## src/rtl/sbuf_pkg.sv

```systemverilog
package sbuf_pkg;

  typedef enum logic {
    SRC_MEM = 1'b0,
    SRC_BUF = 1'b1
  } ld_src_e;

  // Position of an entry counted from the oldest, on a ring of size 2**pw.
  function automatic logic [7:0] ring_age(input logic [7:0] slot,
                                          input logic [7:0] head,
                                          input int unsigned pw);
    logic [7:0] diff;
    diff = slot - head;
    return diff & ((8'd1 << pw) - 8'd1);
  endfunction

  // True when a ring entry at the given age holds a pending store.
  function automatic logic age_live(input logic [7:0] age,
                                    input logic [8:0] count);
    return {1'b0, age} < count;
  endfunction

endpackage

```

## src/rtl/sbuf_queue.sv

```systemverilog
module sbuf_queue #(
  parameter int DEPTH = 8,
  parameter int AW    = 32,
  parameter int DW    = 32,
  localparam int PW   = $clog2(DEPTH),
  localparam int CW   = $clog2(DEPTH + 1)
) (
  input  logic                      clk,
  input  logic                      rst_n,
  input  logic                      push,
  input  logic [AW-1:0]             push_addr,
  input  logic [DW-1:0]             push_data,
  input  logic                      pop,
  output logic [AW-1:0]             head_addr,
  output logic [DW-1:0]             head_data,
  output logic [DEPTH-1:0][AW-1:0]  ent_addr,
  output logic [DEPTH-1:0][DW-1:0]  ent_data,
  output logic [PW-1:0]             rd_ptr,
  output logic [CW-1:0]             count
);

  logic [PW-1:0] wr_ptr;

  always_ff @(posedge clk) begin
    if (!rst_n) begin
      wr_ptr <= '0;
      rd_ptr <= '0;
      count  <= '0;
    end else begin
      if (push) wr_ptr <= wr_ptr + PW'(1);
      if (pop)  rd_ptr <= rd_ptr + PW'(1);
      case ({push, pop})
        2'b10:   count <= count + CW'(1);
        2'b01:   count <= count - CW'(1);
        default: count <= count;
      endcase
    end
  end

  for (genvar g = 0; g < DEPTH; g++) begin : g_slot
    always_ff @(posedge clk) begin
      if (push && wr_ptr == PW'(g)) begin
        ent_addr[g] <= push_addr;
        ent_data[g] <= push_data;
      end
    end
  end

  assign head_addr = ent_addr[rd_ptr];
  assign head_data = ent_data[rd_ptr];

endmodule

```

## src/rtl/sbuf_match.sv

```systemverilog
module sbuf_match
  import sbuf_pkg::*;
#(
  parameter int DEPTH = 8,
  parameter int AW    = 32,
  parameter int DW    = 32,
  localparam int PW   = $clog2(DEPTH),
  localparam int CW   = $clog2(DEPTH + 1)
) (
  input  logic [DEPTH-1:0][AW-1:0]  ent_addr,
  input  logic [DEPTH-1:0][DW-1:0]  ent_data,
  input  logic [PW-1:0]             rd_ptr,
  input  logic [CW-1:0]             count,
  input  logic [AW-1:0]             ld_addr,
  output logic                      hit,
  output logic [DW-1:0]             hit_data
);

  logic [DEPTH-1:0]         eq;
  logic [DEPTH-1:0][PW-1:0] age;

  for (genvar g = 0; g < DEPTH; g++) begin : g_cmp
    logic [7:0] age8;
    assign age8   = ring_age(8'(g), 8'(rd_ptr), PW);
    assign age[g] = age8[PW-1:0];
    assign eq[g]  = age_live(age8, 9'(count)) && (ent_addr[g] == ld_addr);
  end

  // The youngest match is the one with the greatest age from the head.
  always_comb begin
    logic [PW-1:0] best;
    hit      = 1'b0;
    best     = '0;
    hit_data = '0;
    for (int i = 0; i < DEPTH; i++) begin
      if (eq[i] && (!hit || age[i] > best)) begin
        hit      = 1'b1;
        best     = age[i];
        hit_data = ent_data[i];
      end
    end
  end

endmodule

```

## src/rtl/sbuf_mem.sv

```systemverilog
module sbuf_mem #(
  parameter int MEM_AW = 6,
  parameter int DW     = 32,
  localparam int WORDS = 1 << MEM_AW
) (
  input  logic              clk,
  input  logic              rst_n,
  input  logic              we,
  input  logic [MEM_AW-1:0] waddr,
  input  logic [DW-1:0]     wdata,
  input  logic [MEM_AW-1:0] raddr0,
  output logic [DW-1:0]     rdata0,
  input  logic [MEM_AW-1:0] raddr1,
  output logic [DW-1:0]     rdata1
);

  logic [DW-1:0] mem [WORDS];

  // Reads return the contents before a write in the same cycle.
  always_ff @(posedge clk) begin
    if (!rst_n) begin
      for (int i = 0; i < WORDS; i++) mem[i] <= '0;
      rdata0 <= '0;
      rdata1 <= '0;
    end else begin
      if (we) mem[waddr] <= wdata;
      rdata0 <= mem[raddr0];
      rdata1 <= mem[raddr1];
    end
  end

endmodule

```

## src/rtl/sbuf_fwd_top.sv

```systemverilog
module sbuf_fwd_top
  import sbuf_pkg::*;
#(
  parameter int DEPTH  = 8,
  parameter int AW     = 32,
  parameter int DW     = 32,
  parameter int MEM_AW = 6,
  localparam int PW    = $clog2(DEPTH),
  localparam int CW    = $clog2(DEPTH + 1)
) (
  input  logic          clk,
  input  logic          rst_n,
  input  logic          st_valid,
  output logic          st_ready,
  input  logic [AW-1:0] st_addr,
  input  logic [DW-1:0] st_data,
  input  logic          ld_valid,
  input  logic [AW-1:0] ld_addr,
  output logic          ld_rvalid,
  output logic [DW-1:0] ld_rdata,
  output logic          ld_hit,
  input  logic          ext_valid,
  input  logic [AW-1:0] ext_addr,
  output logic          ext_rvalid,
  output logic [DW-1:0] ext_rdata,
  input  logic          wport_busy,
  output logic          sb_empty
);

  logic                     push, pop, hit_any;
  logic [AW-1:0]            head_addr;
  logic [DW-1:0]            head_data, hit_data, mem_rd0, fwd_q;
  logic [DEPTH-1:0][AW-1:0] ent_addr;
  logic [DEPTH-1:0][DW-1:0] ent_data;
  logic [PW-1:0]            rd_ptr;
  logic [CW-1:0]            count;
  ld_src_e                  src_q;

  assign st_ready = (count != CW'(DEPTH));
  assign sb_empty = (count == '0);
  assign push     = st_valid && st_ready;
  assign pop      = !sb_empty && !wport_busy;

  sbuf_queue #(.DEPTH(DEPTH), .AW(AW), .DW(DW)) u_queue (
    .clk(clk), .rst_n(rst_n),
    .push(push), .push_addr(st_addr), .push_data(st_data),
    .pop(pop), .head_addr(head_addr), .head_data(head_data),
    .ent_addr(ent_addr), .ent_data(ent_data),
    .rd_ptr(rd_ptr), .count(count)
  );

  sbuf_match #(.DEPTH(DEPTH), .AW(AW), .DW(DW)) u_match (
    .ent_addr(ent_addr), .ent_data(ent_data),
    .rd_ptr(rd_ptr), .count(count), .ld_addr(ld_addr),
    .hit(hit_any), .hit_data(hit_data)
  );

  sbuf_mem #(.MEM_AW(MEM_AW), .DW(DW)) u_mem (
    .clk(clk), .rst_n(rst_n),
    .we(pop), .waddr(head_addr[MEM_AW-1:0]), .wdata(head_data),
    .raddr0(ld_addr[MEM_AW-1:0]), .rdata0(mem_rd0),
    .raddr1(ext_addr[MEM_AW-1:0]), .rdata1(ext_rdata)
  );

  always_ff @(posedge clk) begin
    if (!rst_n) begin
      ld_rvalid  <= 1'b0;
      ext_rvalid <= 1'b0;
      src_q      <= SRC_MEM;
      fwd_q      <= '0;
    end else begin
      ld_rvalid  <= ld_valid;
      ext_rvalid <= ext_valid;
      src_q      <= hit_any ? SRC_BUF : SRC_MEM;
      fwd_q      <= hit_data;
    end
  end

  assign ld_hit   = (src_q == SRC_BUF);
  assign ld_rdata = ld_hit ? fwd_q : mem_rd0;

endmodule

```

## config.mk

```make
export PLATFORM = sky130hd
export DESIGN_NAME = sbuf_fwd_top
export DESIGN_NICKNAME = d
export VERILOG_FILES = /design/src/rtl/sbuf_pkg.sv /design/src/rtl/sbuf_queue.sv /design/src/rtl/sbuf_match.sv /design/src/rtl/sbuf_mem.sv /design/src/rtl/sbuf_fwd_top.sv
export SDC_FILE = /design/constraint.sdc
export NUM_CORES = 2
export LEC_CHECK = 0
export BUFFER_PORTS_ARGS = -buffer_cell sky130_fd_sc_hd__buf_2
export CELL_PAD_IN_SITES_DETAIL_PLACEMENT = 1
export CELL_PAD_IN_SITES_GLOBAL_PLACEMENT = 2
export CORE_AREA = 4 4 596 746
export DETAILED_ROUTE_END_ITERATION = 8
export DIE_AREA = 0 0 600 750
export PLACE_DENSITY = 0.65
export SYNTH_ARGS = -nofsm -noshare
export SYNTH_HDL_FRONTEND = slang
export SYNTH_SLANG_ARGS = --single-unit
```

## constraint.sdc

```tcl
create_clock -name clk -period 34 [get_ports clk]
set_clock_uncertainty 0.15 [all_clocks]
set_input_delay 1.7 -clock clk [delete_from_list [all_inputs] [get_ports clk]]
set_output_delay 1.7 -clock clk [all_outputs]
set_load 0.01 [all_outputs]
```

==> summary.txt <==
Setup path
  • Arr. time, crit path: 18.24 ns
  • CP Data Required Time: 34.62 ns
  • Critical path type: in -> reg
  • CP max-delay cell: nor4_1
  • Top cell by count, worst path: ha_1
  • Worst path max stage delay: 0.89 ns
  • CP max FO: between 70 and 80
  • R2R Setup Slk: 16.43 ns
  • Crit end category: flop
  • Reg-to-reg startpoint: u_queue.rd_ptr[1]$_SDFFE_PN0P_
  • R2R cell count: between 60 and 70
  • Crit start category: input port
  • Critical R2R Capture: fwd_q[10]$_SDFF_PN0_

Synthesis
  • Syn avg cell area: about 16 µm²
  • Syn_nets: 8470
  • Yosys warns: 0
  • Netlist cell types: between 60 and 70
  • Seq/Total Area, Yosys: 0.605
  • Post-Synthesis Cell Area: between 100000 and 150000 µm²
  • FF+latch count, synth: around 2700
  • Post-Synthesis Cells: 8293
  • Primary FF master, synth: edfxtp_1
  • Async SR Flop Fraction: 0
  • Post-synth EDFFs: around 2600

Routing
  • DRT Pass-1 Iters: 6
  • Drt drc: 0
  • Met1 wire length: about 190000 µm
  • Antenna-violating nets left: 0
  • Uppermost layer routed: met5
  • Met3 WL: 37900 µm
  • Vias post-DR: ~83000
  • Drt via density: ~5.8
  • Routed wire length: around 540000 µm
  • WL met2: around 270000 µm
  • Post-DR wirelength/cell: 37.2 µm
  • Iteration-0 DRC Markers: ~10000

GRT
  • Largest net degree at the start of global routing: 95
  • Total GRT Usage: 0.234
  • First-pass GRT wire length: about 730000 µm
  • GRT overflow: 0
  • Initial antenna violation count: 60
  • Number of global-route vias before repair: roughly 90000

STA
  • Max Fclk: between 50 and 60 MHz
  • Setup TNS: 0 ns
  • Slew HR: 0.180
  • Slew at the pin closest to its max-slew limit: about 1.2 ns
  • Final setup viols: 0
  • Final setup margin: ~16 ns
  • Fin crit share: 0.518
  • Max Slew Vio Count: 0
  • Final Hold Fails: 0
  • Minimum clock period: 17.62 ns
  • Unrepaired setup endpoints after global routing: false

Power and ir drop
  • Clock power share: 0.373
  • Cell Pwr Density: 56.4 nW/µm²
  • Highest ir drop seen on vdd: between 0.00004 and 0.00005 V
  • Register share of total power: 0.459
  • Combinational power share: 0.167
  • Reported net switching power: 2410 µW
  • Sw frac: 0.289
  • Internal cell power: 5950 µW
  • Static leakage: roughly 0.050 µW

Clocking
  • Post-CTS Resized: 0
  • CTS Buffer Depth: 4
  • Postcts setup bufs: 0
  • Clk sink count: 2669
  • Clock transition at the registers of the reported paths: around 0.06 ns
  • Worst-Skew Late Latency: 0.93 ns
  • # hold bufs at CTS: 0
  • H-tree Lvls: 5
  • CTS tree: built
  • Total CTS buffers: roughly 290
  • Clk Tree Root Cell: clkbuf_16

Min path
  • Beginning of the worst hold path: u_queue.wr_ptr[1]$_SDFFE_PN0P_
  • Hold Path Sink: u_queue.wr_ptr[1]$_SDFFE_PN0P_
  • Min-Delay Path Depth: 2
  • Worst hold path class: reg -> reg

Outcome
  • Outcome: finished clean

Place
  • Port bufs: about 180
  • Place WS: approximately 16 ns
  • GP Congestion: approximately 0.84
  • Post-detail-place hpwl: about 330000 µm

Floorplan
  • Die Ht: 750 µm
  • Initial Util: 0.299
  • Die area: ~450000 µm²
  • Rows: around 270
  • Top-level port count: approximately 200
  • Core Area: about 440000 µm²
  • Die width: approximately 600 µm

Layout
  • Fin nets: around 8400
  • Layout cells sized above 1: 0.297
  • Synth-to-layout area growth: 13.5%

Job
  • Max-cap viol count: 0
==> worst max-delay path by stage <==
stage | from | slack, ns | depth (start not counted) | to
global placement | ld_addr[0] | 15.27 | 63 | fwd_q[12]$_SDFF_PN0_
global route | u_queue.rd_ptr[1]$_SDFFE_PN0P_ | 15.45 | 64 | fwd_q[10]$_SDFF_PN0_
finish | ld_addr[0] | 16.38 | 63 | fwd_q[10]$_SDFF_PN0_
detailed placement | ld_addr[4] | 15.67 | 63 | fwd_q[6]$_SDFF_PN0_
CTS | u_queue.rd_ptr[1]$_SDFFE_PN0P_ | 16.52 | 64 | fwd_q[6]$_SDFF_PN0_
floorplan | u_queue.rd_ptr[0]$_SDFFE_PN0P_ | 20.29 | 70 | fwd_q[27]$_SDFF_PN0_
==> critical path, delay by kind of cell <==
kind	cells	cell delay (ns)
xor+xnor	1	0.25
buf+inv	9	3.81
compound gates	31	6.43
mux	2	0.74
fa+ha+maj	7	1.97
simple gates	13	3.13
==> sequential cells by signal (all words and copies together) (netlist names), 3 cells and up <==
| signal | flops |
|---|---|
| u_mem.mem | 2048 |
| u_queue.ent_addr | 256 |
| u_queue.ent_data | 256 |
| fwd_q | 32 |
| u_mem.rdata0 | 32 |
| u_mem.rdata1 | 32 |
| u_queue.count | 4 |
| u_queue.rd_ptr | 3 |
| u_queue.wr_ptr | 3 |
==> through the flow <==
step	cell area [µm²]	hold slack [ns]	cells	util	total power, µW
after CTS	148000	0.368	14200	0.338	8400
after floorplan	131000	0.326	8293	-	4670
final	148000	0.364	14400	0.339	8360
after detailed placement	139000	0.360	13700	0.317	5300
after global placement	139000	0.346	13700	0.317	5270
after global routing	148000	0.413	14400	0.339	8590
==> logic make-up (layout without fill, tap and decap cells) <==
logic type | count (synthesis) | after routing | synth area share
other | 0 | 190 | 0
xor gates and xnor gates | 264 | 264 | 0.0177
muxes | 1526 | 1526 | 0.250
buffers and inverters | 859 | 1019 | 0.0260
adders and majority gates | 43 | 43 | 0.00417
DFF | 2669 | 2669 | 0.605
AOI/OAI and AO/OA | 281 | 281 | 0.0161
and+or+nand+nor | 2651 | 2651 | 0.0812
==> synthesized netlist by cell type (all sizes together), types with 41 or more instances <==
master | n | area share
edfxtp | 2560 | 0.59
nor2 | 2108 | 0.061
mux4 | 1386 | 0.24
clkbuf | 646 | 0.019
nand2 | 274 | 0.0079
buf | 185 | 0.0067
xnor2 | 167 | 0.011
dfxtp | 109 | 0.017
xor2 | 97 | 0.0065
o21ai | 83 | 0.0033
mux2i | 71 | 0.0054
nand3 | 71 | 0.0027
mux2 | 69 | 0.0059
nand4 | 50 | 0.0024
and2 | 46 | 0.0022
ha | 42 | 0.0040
and3 | 41 | 0.0020
==> power groups by stage <==
stage | combinational (µW) | sequential (µW) | clock (µW)
2_1_floorplan | 801 | 3870 | 0
3_3_place_gp | 1380 | 3890 | 0
3_5_place_dp | 1390 | 3910 | 0
4_1_cts | 1390 | 3840 | 3170
5_1_grt | 1450 | 3850 | 3290
6_report | 1400 | 3840 | 3120
==> metal layers <==
layer	up-vias	global-route usage
met5	-	0
met1	45700	0.275
met4	22	0.143
met2	4153	0.399
li1	32200	-
met3	1235	0.0390
==> cell type report <==
| cell class | instances | area, µm² |
|---|---|---|
| multi-input cells | 4765 | 49100 |
| repair buffers | 492 | 3470 |
| clock buffers | 390 | 8000 |
| well taps | 5754 | 7200 |
| inverters | 28 | 108 |
| diodes | 190 | 475 |
| fillers | 44900 | 289000 |
| flip-flops and latches | 2669 | 79100 |
| clock inverters | 109 | 927 |
==> cell usage in the layout (no fill, tap or decap), types with 97 or more instances in the layout <==
cell type	instances
buf_2	163
dfxtp_1	106
diode_2	190
nor2_1	2107
clkbuf_16	301
buf_4	309
nand2_2	126
xnor2_1	167
nand2_1	148
edfxtp_1	2560
mux4_2	1386
xor2_1	97
Note: power is estimated with default switching activity, not from simulation.
